==> src/rtl/srt_cs_pkg.sv <==
package srt_cs_pkg;

    // Signed quotient digit of one iteration.
    typedef enum logic [1:0] {
        DIG_ZERO = 2'b00,
        DIG_POS  = 2'b01,
        DIG_NEG  = 2'b10
    } digit_e;

    // Sequencer phases.
    typedef enum logic [1:0] {
        PH_IDLE = 2'b00,
        PH_ITER = 2'b01,
        PH_FIX  = 2'b10
    } phase_e;

    // t is the truncated estimate of the doubled remainder, counted in units
    // of 2^(N-1) and read as a 4-bit two's complement number.
    function automatic digit_e pick_digit(input logic [3:0] t);
        digit_e d;
        case (t)
            4'd0, 4'd1, 4'd2, 4'd3:      d = DIG_POS;
            4'd11, 4'd12, 4'd13, 4'd14:  d = DIG_NEG;
            default:                     d = DIG_ZERO;
        endcase
        return d;
    endfunction

endpackage

==> src/rtl/srt_digit_sel.sv <==
module srt_digit_sel
    import srt_cs_pkg::*;
(
    input  logic [3:0] s_top,
    input  logic [3:0] c_top,
    output digit_e     dig
);
    logic [3:0] est;

    always_comb begin
        est = s_top + c_top;
        dig = pick_digit(est);
    end
endmodule

==> src/rtl/srt_csa_row.sv <==
module srt_csa_row
    import srt_cs_pkg::*;
#(
    parameter int N = 8,
    localparam int W = N + 3
) (
    input  logic [W-1:0] s_in,
    input  logic [W-1:0] c_in,
    input  logic [N-1:0] y,
    input  digit_e       dig,
    output logic [W-1:0] s_nxt,
    output logic [W-1:0] c_nxt
);
    localparam int EXT = W - N;

    logic [W-1:0] addend;
    logic [W-1:0] sum_b;
    logic [W-1:0] maj_b;
    logic [W-1:0] carry_w;
    logic         plus_one;

    always_comb begin
        case (dig)
            DIG_POS: addend = {{EXT{1'b1}}, ~y};
            DIG_NEG: addend = {{EXT{1'b0}}, y};
            default: addend = '0;
        endcase
    end

    // The +1 that completes -Y goes into the carry LSB, which the shift leaves empty.
    assign plus_one = (dig == DIG_POS);

    for (genvar i = 0; i < W; i++) begin : g_fa
        assign sum_b[i] = s_in[i] ^ c_in[i] ^ addend[i];
        assign maj_b[i] = (s_in[i] & c_in[i]) | (s_in[i] & addend[i]) | (c_in[i] & addend[i]);
    end

    assign carry_w = {maj_b[W-2:0], plus_one};

    // Both words are doubled for the next iteration.
    assign s_nxt = {sum_b[W-2:0], 1'b0};
    assign c_nxt = {carry_w[W-2:0], 1'b0};
endmodule

==> src/rtl/srt_final_fix.sv <==
module srt_final_fix #(
    parameter int N = 8,
    parameter int P = 8
) (
    input  logic [N:0]   s_half,
    input  logic [N:0]   c_half,
    input  logic [N-1:0] y,
    input  logic         x_neg,
    input  logic [P-1:0] q_pos,
    input  logic [P-1:0] q_neg,
    output logic [P:0]   q_fix,
    output logic [N:0]   r_fix
);
    logic [N:0] r_raw;
    logic [N:0] y_ext;
    logic [N:0] r_plus;
    logic [N:0] r_minus;
    logic [P:0] q_raw;
    logic       r_neg;
    logic       r_nz;
    logic       r_is_negy;

    always_comb begin
        r_raw     = s_half + c_half;
        y_ext     = {1'b0, y};
        r_plus    = r_raw + y_ext;
        r_minus   = r_raw - y_ext;
        q_raw     = {1'b0, q_pos} - {1'b0, q_neg};
        r_neg     = r_raw[N];
        r_nz      = |r_raw;
        r_is_negy = (r_plus == '0);

        q_fix = q_raw;
        r_fix = r_raw;
        if (!x_neg && r_neg) begin
            q_fix = q_raw - 1'b1;
            r_fix = r_plus;
        end else if (x_neg && r_nz && !r_neg) begin
            q_fix = q_raw + 1'b1;
            r_fix = r_minus;
        end else if (x_neg && r_is_negy) begin
            q_fix = q_raw - 1'b1;
            r_fix = '0;
        end
    end
endmodule

==> src/rtl/srt_cs_divider.sv <==
module srt_cs_divider
    import srt_cs_pkg::*;
#(
    parameter int N = 8,
    parameter int P = 8
) (
    input  logic         clk,
    input  logic         rst,
    input  logic         start,
    input  logic [N:0]   dividend,
    input  logic [N-1:0] divisor,
    output logic [P:0]   quotient,
    output logic [N:0]   remainder,
    output logic         done
);
    localparam int W  = N + 3;
    localparam int CW = (P > 1) ? $clog2(P) : 1;

    typedef struct packed {
        logic [W-1:0] s;
        logic [W-1:0] c;
    } cs_word_t;

    phase_e        phase;
    logic [CW-1:0] cnt;
    cs_word_t      cs;
    cs_word_t      cs_nxt;
    logic [N-1:0]  y_q;
    logic          x_neg_q;
    logic [P-1:0]  q_pos;
    logic [P-1:0]  q_neg;
    digit_e        dig;
    logic [P:0]    q_fix;
    logic [N:0]    r_fix;
    logic          idle;

    assign idle = (phase == PH_IDLE);

    srt_digit_sel u_sel (
        .s_top (cs.s[W-1:W-4]),
        .c_top (cs.c[W-1:W-4]),
        .dig   (dig)
    );

    srt_csa_row #(.N(N)) u_row (
        .s_in  (cs.s),
        .c_in  (cs.c),
        .y     (y_q),
        .dig   (dig),
        .s_nxt (cs_nxt.s),
        .c_nxt (cs_nxt.c)
    );

    srt_final_fix #(.N(N), .P(P)) u_fix (
        .s_half (cs.s[N+1:1]),
        .c_half (cs.c[N+1:1]),
        .y      (y_q),
        .x_neg  (x_neg_q),
        .q_pos  (q_pos),
        .q_neg  (q_neg),
        .q_fix  (q_fix),
        .r_fix  (r_fix)
    );

    always_ff @(posedge clk) begin
        if (rst) begin
            phase     <= PH_IDLE;
            cnt       <= '0;
            cs        <= '0;
            y_q       <= '0;
            x_neg_q   <= 1'b0;
            q_pos     <= '0;
            q_neg     <= '0;
            quotient  <= '0;
            remainder <= '0;
            done      <= 1'b0;
        end else begin
            done <= 1'b0;
            case (phase)
                PH_IDLE: begin
                    if (start) begin
                        cs.s    <= {dividend[N], dividend, 1'b0};
                        cs.c    <= '0;
                        y_q     <= divisor;
                        x_neg_q <= dividend[N];
                        q_pos   <= '0;
                        q_neg   <= '0;
                        cnt     <= '0;
                        phase   <= PH_ITER;
                    end
                end
                PH_ITER: begin
                    cs    <= cs_nxt;
                    q_pos <= (q_pos << 1) | P'(dig == DIG_POS);
                    q_neg <= (q_neg << 1) | P'(dig == DIG_NEG);
                    cnt   <= cnt + 1'b1;
                    if (cnt == CW'(P - 1)) begin
                        phase <= PH_FIX;
                    end
                end
                PH_FIX: begin
                    quotient  <= q_fix;
                    remainder <= r_fix;
                    done      <= 1'b1;
                    phase     <= PH_IDLE;
                end
                default: phase <= PH_IDLE;
            endcase
        end
    end
endmodule

==> config.mk <==
export PLATFORM = sky130hd
export DESIGN_NAME = srt_cs_divider
export DESIGN_NICKNAME = d
export VERILOG_FILES = /design/src/rtl/srt_cs_pkg.sv /design/src/rtl/srt_digit_sel.sv /design/src/rtl/srt_csa_row.sv /design/src/rtl/srt_final_fix.sv /design/src/rtl/srt_cs_divider.sv
export SDC_FILE = /design/constraint.sdc
export NUM_CORES = 1
export LEC_CHECK = 0
export BUFFER_PORTS_ARGS = -buffer_cell sky130_fd_sc_hd__buf_4
export CAP_MARGIN = 25
export CORE_MARGIN = 8
export CORE_UTILIZATION = 50
export DETAILED_ROUTE_END_ITERATION = 8
export GPL_ROUTABILITY_DRIVEN = 0
export PLACE_DENSITY = 0.75
export SLEW_MARGIN = 20
export SYNTH_ARGS = -nofsm -noshare
export SYNTH_HDL_FRONTEND = slang
export SYNTH_SLANG_ARGS = --single-unit
export TNS_END_PERCENT = 5
==> constraint.sdc <==
create_clock -name clk -period 10.5 [get_ports clk]
set_clock_uncertainty 0.2 [all_clocks]
set_input_delay 1.575 -clock clk [delete_from_list [all_inputs] [get_ports clk]]
set_output_delay 1.575 -clock clk [all_outputs]
set_load 0.005 [all_outputs]
==> results of run 1 <==
==> stage by stage <==
step                      setup slack [ps]  area, sq um  hold slack, ps
after global routing                  5350         5350             286
after floorplan                       6420         4800             225
final                                 5730         5350             260
after CTS                             5770         5350             261
after global placement                5660         5150             238
after detailed placement              5780         5150             249
==> cell families after synthesis <==
logic type / after synthesis / synth area share
AO/OA/AOI/OAI: 163 / 0.236
XOR/XNOR: 28 / 0.0527
adder cells (fa/ha/maj): 49 / 0.145
buffers and inverters: 79 / 0.0655
flip-flops: 67 / 0.280
multiplexers: 3 / 0.00626
AND/OR/NAND/NOR: 215 / 0.215
==> cells in the mapped netlist (4+ instances only) <==
cell	count	area (sq um)
nor3_1	16	80.1
and3_1	6	37.5
nor2b_1	9	56.3
or2_2	5	31.3
and2_1	6	37.5
a21oi_1	51	255
nand2_1	66	248
a311oi_1	4	35.0
a211o_1	5	43.8
nand2b_1	11	68.8
o211ai_1	5	37.5
a211oi_1	20	150
xnor2_1	20	175
ha_1	38	475
inv_1	51	191
a31oi_1	7	43.8
fa_1	11	220
dfxtp_1	67	1340
xor2_1	7	61.3
o31ai_1	6	45.0
o21ai_0	27	135
nand3_1	15	75.1
nor2_1	57	214
clkbuf_1	22	82.6
a22o_1	6	52.6
nor3b_1	4	30.0
==> tightest hold or removal path: cells and delay by family, from the launching register on <==
kind,cells,cell delay (ps)
AO/OA/AOI/OAI,1,50
flip-flops,1,310
AND/OR/NAND/NOR,1,50
==> metal layers <==
layer  track usage  wire [um]  share of wire  up-vias
li1              -          -              -     2169
met1         0.235       5420           0.47     1975
met2         0.298       5370           0.46      120
met3        0.0401        616          0.053       15
met4        0.0515        153          0.013        0
met5             0          0              0        -
==> power breakdown <==
group | leakage, nW | internal [W] | switching, W
Sequential | 0.544 | 0.000263 | 0.0000100
Combinational | 1.48 | 0.000105 | 0.000154
Clock | 0.100 | 0.000111 | 0.000109
Total | 2.13 | 0.000479 | 0.000273
==> registers in the layout, summed over array words and instances, names as in the netlist, 2 cells and up <==
| name | cells |
|---|---|
| quotient | 9 |
| cs | 18 |
| phase | 2 |
| remainder | 9 |
| y_q | 8 |
| cnt | 3 |
| q_neg | 8 |
| q_pos | 8 |
==> final timing paths <==
path	from	end	slack [ps]	cells after the start
max	q_pos[0]$_SDFFE_PP0P_	quotient[0]$_SDFFE_PP0P_	5730	17
min	remainder[8]$_SDFFE_PP0P_	remainder[8]$_SDFFE_PP0P_	260	2
max reg2reg	q_pos[0]$_SDFFE_PP0P_	quotient[0]$_SDFFE_PP0P_	5730	17
min reg2reg	remainder[8]$_SDFFE_PP0P_	remainder[8]$_SDFFE_PP0P_	260	2
==> area by class of cell <==
class	count	area share
clock buffers	9	0.0231
clock inverters	7	0.0138
inverters	51	0.0358
multi-input cells	458	0.588
flip-flops and latches	67	0.251
well taps	129	0.0302
repair buffers	42	0.0585
==> run summary, run 1 <==
Worst skew pair latency: 350 ps
Largest net degree at the start of global routing: 51
Drt via density: 5.61
CTS Hold Buffers Added: 0
Critical Path Source Type: flip-flop
First drt pass iteration count: 5
Syn Area/Cell: 7.94 sq um
Die Footprint: 13000 sq um
DP HPWL: 8700 um
Most frequent cells in the layout: dfxtp_1 (67), nand2_1 (66), nor2_1 (57)
Required time of the critical path: 10570 ps
Row count: 35
Yosys warns: 0
Wirelength per Cell: 15.2 um
Post-Syn Nets: 673
Sink Count: 67
Crit-path leading delay family: simple AND/OR/NAND/NOR gates
CP max FO: 7
Lkg Pwr: 2.13 nW
Root buf cell: clkbuf_8
Post-synthesis cell area: 4800 sq um
Post-layout min period: 4770 ps
DR DRC count: 0
Core ar.: 9280 sq um
Status: finished clean
RSZ-0062 raised after global routing: no
Slowest cell on crit path: a2111oi_0
Final design utilization: 0.576
Cells after synthesis: 604
Unique masters post-synth: 65
H-tree depth: 3
Commonest non-fill, non-tap cell in the layout: dfxtp_1
Final Non-Filler Cells: 763
Footprint of the multi-input gates: 3150 sq um
Crit Path Category: flip-flop to flip-flop
Layout Area Growth over Synthesis: 11.6%
Grt ovf: 0
Die Y: 114 um
Total placed cells including tap cells: 747
Crit. End Element: flip-flop
Critical-path cell list: ha_1 -> ha_1 -> a211oi_1 -> nor2_1 -> or4_1 -> nand3_1 -> ha_1 -> or2_2 -> a2111oi_0 -> a211oi_1 -> nor2_1 -> nand2_1 -> nor3_1 -> buf_2 -> nor3_2 -> xnor2_1 -> a211oi_1
Vias in the first global route: 4182
Antenna violations before repair: 0
Worst VDD drop: 0.0589 mV
Initial Util: 0.517
Power, Total: 0.000752 W
Final Cycle Share: 0.454
CTS Buf Count: 9
Post-synth EDFFs: 0
Largest stage delay, worst path: 440 ps
Tightest Hold Check Type: flip-flop to flip-flop
Via Count: 4279
I/O pin cnt: 39
Clock transition at path regs: 80 ps
Setup Fix Bufs, Post-CTS: 0
FFs w/ async S/R, synth: 0
Hold Violations, Final: 0
Ant diodes: 0
Die X: 114 um
Number of buffers and inverters on the critical path: 1
Pwr per Cell Area: 141 nW/um^2
Slew Limit Fails: 0
Share of layout cells above drive strength 1: 0.118
Max Cap Violations: 0
Fillers: 895
Port bufs: 38
Worst slew pin tran: 937 ps
Starting DRC count in detailed routing: 218
CP Data Arrival Time: 4840 ps
CTS resizes: 0
Maximum clock rate: 0.210 GHz
CTS tree: yes
Synthesized flop and latch total: 67
Total negative slack: 0 ps
Max transition margin: 0.373
First-pass GRT wire length: 19600 um
Final wirelength: 11600 um
Register area: 1340 sq um
Clock tree buffer depth: 2
Final Net Count: 698
Gr usage total: 0.182
Final setup fails: 0
Post-DRT Antenna Nets: 0
Synth Flop Type: dfxtp_1
Register area share after synthesis: 0.280
(Power assumes the default switching activity.)
==> inputs of run 2 (changes only) <==
==> constraint.sdc (replaced) <==
create_clock -name clk -period 4.7 [get_ports clk]
set_clock_uncertainty 0.2 [all_clocks]
set_input_delay 0.705 -clock clk [delete_from_list [all_inputs] [get_ports clk]]
set_output_delay 0.705 -clock clk [all_outputs]
set_load 0.005 [all_outputs]
==> run 2 against run 1 <==
Critical path depth fell by 2. Sequential power rose by 120%. Fmax rose by 7.6%. Cell count rose by 0.39%. Global-route usage rose by 0.58 points. Worst hold slack got worse by 5.2 ps. Setup slack got worse by 5500 ps. Clock power rose by 130%. Design area rose by 0.84%. Largest power group unchanged.
==> run summary, run 2 (synthesis gave the netlist of run 1 again) <==
CP Data Arrival Time: 4500 ps (-340 ps)
Ant diodes: 0 (unchanged)
Clock transition at path regs: 80 ps (about the same)
Core ar.: 9280 sq um (unchanged)
Critical-path cell list: ha_1 -> a31oi_4 -> a22o_4 -> xnor2_2 -> ha_1 -> or2_2 -> a2111oi_0 -> a211oi_1 -> nor2_1 -> nand4b_1 -> o31ai_4 -> buf_4 -> a31oi_1 -> xnor2_1 -> a211oi_1
Final setup fails: 0 (unchanged)
First drt pass iteration count: 5 (unchanged)
Grt ovf: 0 (unchanged)
Max Cap Violations: 0 (unchanged)
Final Net Count: 701 (+0.43%)
Commonest non-fill, non-tap cell in the layout: dfxtp_1
Pwr per Cell Area: 317 nW/um^2 (+130%)
CP max FO: 11 (+4)
I/O pin cnt: 39 (unchanged)
Comb power frac: 0.345 (about the same)
DR DRC count: 0 (unchanged)
CTS Hold Buffers Added: 0 (unchanged)
Layout Area Growth over Synthesis: 12.5%
Switching power share of the total: 0.367 (+0.00416)
Tightest Hold Check Type: flip-flop to flip-flop
Max transition margin: 0.376 (+0.00354)
Row count: 35 (unchanged)
Clock tree buffer depth: 2 (unchanged)
Vias in the first global route: 4312 (+3.1%)
Slowest cell on crit path: a2111oi_0
Required time of the critical path: 4770 ps (-5800 ps)
Die Footprint: 13000 sq um (unchanged)
Starting DRC count in detailed routing: 198 (-9.2%)
NetSw: 0.000629 W (+130%)
Slew Limit Fails: 0 (unchanged)
Worst VDD drop: 0.168 mV (+180%)
Wirelength per Cell: 15.4 um (+1.9%)
Most frequent cells in the layout: dfxtp_1 (67), nand2_1 (66), nor2_1 (57)
Sequential power share: 0.357 (-0.007)
Worst slew pin tran: 936 ps (-1.85 ps)
Post-DRT Antenna Nets: 0 (unchanged)
Crit Path Category: flip-flop to flip-flop
Number of flip-flops in the largest register: 18 (unchanged)
DP HPWL: 8800 um (+1.1%)
Share of layout cells above drive strength 1: 0.127 (+0.00886)
Biggest regs: cs (18), quotient (9), remainder (9)
Lkg Pwr: 2.15 nW (+1.0%)
Int Power: 0.00108 W (+130%)
Maximum clock rate: 0.226 GHz (+7.6%)
First-pass GRT wire length: 20000 um (+2.1%)
Gr usage total: 0.188 (+0.00583)
Worst skew pair latency: 360 ps (about the same)
Final Cycle Share: 0.942 (+0.488)
Initial Util: 0.517 (unchanged)
Die Y: 114 um (unchanged)
Port bufs: 38 (unchanged)
Via Count: 4371 (+2.2%)
Sink Count: 67 (unchanged)
Total placed cells including tap cells: 749 (+0.27%)
Antenna violations before repair: 0 (unchanged)
RSZ-0062 raised after global routing: no
Largest net degree at the start of global routing: 51 (unchanged)
Hold Violations, Final: 0 (unchanged)
Total negative slack: 0 ps (unchanged)
Post-layout min period: 4430 ps (-338 ps)
Drt via density: 5.71 (+1.7%)
Status: finished clean
Root buf cell: clkbuf_8
Clock share of power: 0.298 (+0.005)
Post-DP Area: 5170 sq um (+0.34%)
Largest stage delay, worst path: 540 ps (+100 ps)
Design area: 5400 sq um (+0.84%)
Final Non-Filler Cells: 766 (+0.39%)
Critical Path Source Type: flip-flop
Die X: 114 um (unchanged)
H-tree depth: 3 (unchanged)
Reg with most FFs: cs
Final wirelength: 11800 um (+2.3%)
Crit. End Element: flip-flop
R2R setup slack: 270 ps (-5460 ps)
CTS tree: yes
CTS Buf Count: 9 (unchanged)
run 2: cell count changes in the layout (fill, tap and decap cells not counted):
cell / change
a2111oi_0: -1
a2111oi_1: +1
a211oi_1: -1
a211oi_2: +1
buf_2: -1
buf_4: +4
clkinv_2: -1
clkinv_4: -1
ha_1: -1
ha_2: +1
inv_6: +1
inv_8: +1
nand3_1: -1
nand3_2: +1
run 2: cell type report:
cell class / count / area [sq um]
clock buffer: 9 / 124
sequential: 67 / 1340
inverter: 51 / 191
timing repair buffer: 45 / 338
tap: 129 / 161
multi-input combinational: 458 / 3160
clock inverter: 7 / 80.1
fill: 861 / 3890
run 2: repair_timing:
item | in CTS | in global routing
setup buffers | 0 | 1
endpoints found under the setup margin | 0 | 9
gates resized for setup | 0 | 4
run 2: worst max-delay path, delay by kind of cell (launching register included):
kind / cells / cell delay, ps
adder cells (fa/ha/maj): 2 / 830
XOR/XNOR: 2 / 400
buffers and inverters: 1 / 200
AO/OA/AOI/OAI: 7 / 1660
AND/OR/NAND/NOR: 3 / 720
flip-flops: 1 / 340
run 2: power by group through the flow:
stage	Clock, W	Sequential, W	Combinational, W
floorplan	0	0.000617	0.000446
global placement	0	0.000623	0.000553
detailed placement	0	0.000624	0.000565
CTS	0.000518	0.000611	0.000574
global route	0.000548	0.000614	0.000651
finish	0.000510	0.000611	0.000591
run 2: path summary, 6_finish.rpt:
| check | cells past startpoint | endpoint | start |
|---|---|---|---|
| worst min-delay path | 2 | remainder[2]$_SDFFE_PP0P_ | remainder[2]$_SDFFE_PP0P_ |
| worst min register to register | 2 | remainder[2]$_SDFFE_PP0P_ | remainder[2]$_SDFFE_PP0P_ |
| worst max-delay path | 15 | quotient[5]$_SDFFE_PP0P_ | cs[3]$_SDFFE_PP0P_ |
| worst max register to register | 15 | quotient[5]$_SDFFE_PP0P_ | cs[3]$_SDFFE_PP0P_ |
run 2: through the flow:
stage	hold slack, ps	utilization	setup slack [ps]	total power [W]
6_report	254	0.581	272	0.00171
5_1_grt	291	0.581	24.9	0.00181
4_1_cts	256	0.579	132	0.00170
3_5_place_dp	246	0.557	158	0.00119
3_3_place_gp	235	0.557	321	0.00118
2_1_floorplan	225	-	621	0.00106
run 2: routing by layer:
layer,vias to the layer above,part of all wire,global-route usage
met1,2049,0.46,0.229
met5,-,0,0
met3,20,0.057,0.0391
li1,2173,-,-
met2,129,0.47,0.315
met4,0,0.015,0.0781
==> inputs of run 3 (changes only) <==
--- a/config.mk
+++ b/config.mk
@@ -5,13 +5,12 @@
 export SDC_FILE = /design/constraint.sdc
 export NUM_CORES = 1
 export LEC_CHECK = 0
-export BUFFER_PORTS_ARGS = -buffer_cell sky130_fd_sc_hd__buf_4
 export CAP_MARGIN = 25
 export CORE_MARGIN = 8
 export CORE_UTILIZATION = 50
 export DETAILED_ROUTE_END_ITERATION = 8
+export DONT_BUFFER_PORTS = 1
 export GPL_ROUTABILITY_DRIVEN = 0
-export PLACE_DENSITY = 0.75
 export SLEW_MARGIN = 20
 export SYNTH_ARGS = -nofsm -noshare
 export SYNTH_HDL_FRONTEND = slang
==> run 3 against run 2 <==
Largest cell class unchanged. Routed wire length is 0.38% lower. Die area stayed put. Flip-flop and latch count did not move. First-iteration DRC count is 18% higher. Critical path depth rose by 2. Cell count fell by 4.6%. Setup slack improved by 39 ps.
==> run summary, run 3 (synthesis gave the netlist of run 1 again) <==
Crit. End Element: flip-flop
Required time of the critical path: 4770 ps (about the same)
CTS tree: yes
CP dominant cell by count: ha_1
Final Non-Filler Cells: 731 (-4.6%)
Max transition margin: 0.349 (-0.0273)
Slew Limit Fails: 0 (unchanged)
Crit-path leading delay family: simple AND/OR/NAND/NOR gates
Reg with most FFs: cs
Die Y: 114 um (unchanged)
Largest net degree at the start of global routing: 51 (unchanged)
CP Data Arrival Time: 4450 ps (-50 ps)
Pwr per Cell Area: 325 nW/um^2 (+2.4%)
CTS Hold Buffers Added: 0 (unchanged)
DP HPWL: 8890 um (+1.0%)
Max Cap Violations: 0 (unchanged)
GRT met2 Usage: 0.292 (-0.0233)
Sink Count: 67 (unchanged)
Status: finished clean
First-pass GRT wire length: 19400 um (-3.2%)
Maximum clock rate: 0.228 GHz (+0.88%)
H-tree depth: 3 (unchanged)
Drt via density: 5.69 (-0.22%)
CTS Buf Count: 9 (unchanged)
Worst VDD drop: 0.163 mV (-3.1%)
Core ar.: 9280 sq um (unchanged)
Clock tree buffer depth: 2 (unchanged)
Largest stage delay, worst path: 400 ps (-140 ps)
Grt ovf: 0 (unchanged)
Critical-path cell list: ha_1 -> ha_1 -> a211oi_2 -> nor2_1 -> or4_1 -> nand3_1 -> ha_1 -> or2_2 -> a2111oi_1 -> a211oi_1 -> nor2_1 -> nand4b_1 -> o31ai_4 -> buf_4 -> a31oi_1 -> xnor2_1 -> a211oi_1
Fin Hold WS: 231 ps (-23.7 ps)
Tightest Hold Check Type: input port to flip-flop
DR DRC count: 0 (unchanged)
RSZ-0062 raised after global routing: no
CP max FO: 7 (-4)
First drt pass iteration count: 5 (unchanged)
Slowest cell on crit path: or4_1
Crit Path Category: flip-flop to flip-flop
Most frequent cells in the layout: dfxtp_1 (67), nand2_1 (66), nor2_1 (57)
Vias in the first global route: 3907 (-9.4%)
Total placed cells including tap cells: 713 (-4.8%)
Hold Violations, Final: 0 (unchanged)
Final Cycle Share: 0.934 (-0.00825)
Via Count: 4162 (-4.8%)
Gr usage total: 0.185 (-0.00328)
Global-route track usage on met1: 0.242 (+0.0131)
Commonest non-fill, non-tap cell in the layout: dfxtp_1
Initial Util: 0.517 (unchanged)
Number of flip-flops in the largest register: 18 (unchanged)
Final setup fails: 0 (unchanged)
Die Footprint: 13000 sq um (unchanged)
Port bufs: 0 (-100%)
Layout Area Growth over Synthesis: 6.68%
Root buf cell: clkbuf_8
Lkg Pwr: 1.97 nW (-8.6%)
Post-DRT Antenna Nets: 0 (unchanged)
I/O pin cnt: 39 (unchanged)
Hold wc startpoint: rst
Final wirelength: 11800 um (-0.38%)
Share of layout cells above drive strength 1: 0.0731 (-0.0541)
Worst skew pair latency: 350 ps (about the same)
Die X: 114 um (unchanged)
Critical Path Source Type: flip-flop
Number of buffers and inverters on the critical path: 1 (unchanged)
Worst r2r src: q_pos[0]$_SDFFE_PP0P_
Worst setup path start: q_pos[0]$_SDFFE_PP0P_
Wirelength per Cell: 16.1 um (+4.4%)
Antenna violations before repair: 0 (unchanged)
GRT busiest layer: met2
Clock transition at path regs: 80 ps (about the same)
Starting DRC count in detailed routing: 233 (+18%)
Total negative slack: 0 ps (unchanged)
Worst slew pin tran: 973 ps (+37.3 ps)
Post-layout min period: 4390 ps (-38.8 ps)
Biggest regs: cs (18), quotient (9), remainder (9)
Ant diodes: 0 (unchanged)
Row count: 35 (unchanged)
Met3 Track Usage GR: 0.0375 (-0.00158)
Final Net Count: 666 (-5.0%)
==> run 3: per-stage QoR <==
stage | instance area, sq um | util | setup WS, ps | power [W]
CTS | 5100 | 0.549 | 157 | 0.00167
floorplan | 4800 | - | 621 | 0.00106
detailed placement | 4900 | 0.528 | 193 | 0.00118
global placement | 4900 | 0.528 | 250 | 0.00117
finish | 5120 | 0.551 | 311 | 0.00166
global route | 5120 | 0.551 | 31.4 | 0.00177
==> run 3: area by class of cell <==
type,instances,area (sq um)
Timing Repair Buffer,10,75.1
Tap cell,129,161
Inverter,51,191
Sequential cell,67,1340
Multi-Input combinational cell,458,3150
Clock inverter,5,43.8
Fill cell,944,4170
Clock buffer,11,151
==> run 3: worst paths after layout <==
path                                             endpoint  slack, ps  cells after the start
worst max-delay path             quotient[5]$_SDFFE_PP0P_        310                     17
worst min-delay path            remainder[0]$_SDFFE_PP0P_        230                      1
worst max register to register   quotient[5]$_SDFFE_PP0P_        310                     17
worst min register to register      q_neg[1]$_SDFFE_PP0P_        260                      2
==> run 3: what timing repair did <==
item,4_1_cts,5_1_grt
endpoints found under the hold margin,0,0
resized for setup,0,2
setup endpoints to repair,0,10
setup buffers,0,2
==> run 3: layer usage <==
metal	part of all wire	vias to the layer above
met3	0.059	17
met4	0.019	0
met1	0.48	1938
met2	0.45	104
li1	-	2103
met5	0	-
==> run 3: power by group <==
| group | switching (W) | internal (W) |
|---|---|---|
| combinational | 0.000336 | 0.000234 |
| clock | 0.000254 | 0.000228 |
| sequential | 0.0000219 | 0.000588 |
| total | 0.000612 | 0.00105 |
==> run 3: worst register-to-register path: stages, from the launching register on <==
cell and delay, ps:
dfxtp_1 340, ha_1 250, ha_1 240, a211oi_2 230, nor2_1 110, or4_1 400
nand3_1 190, ha_1 340, or2_2 320, a2111oi_1 340, a211oi_1 120, nor2_1 150
nand4b_1 160, o31ai_4 240, buf_4 190, a31oi_1 100, xnor2_1 140, a211oi_1 220
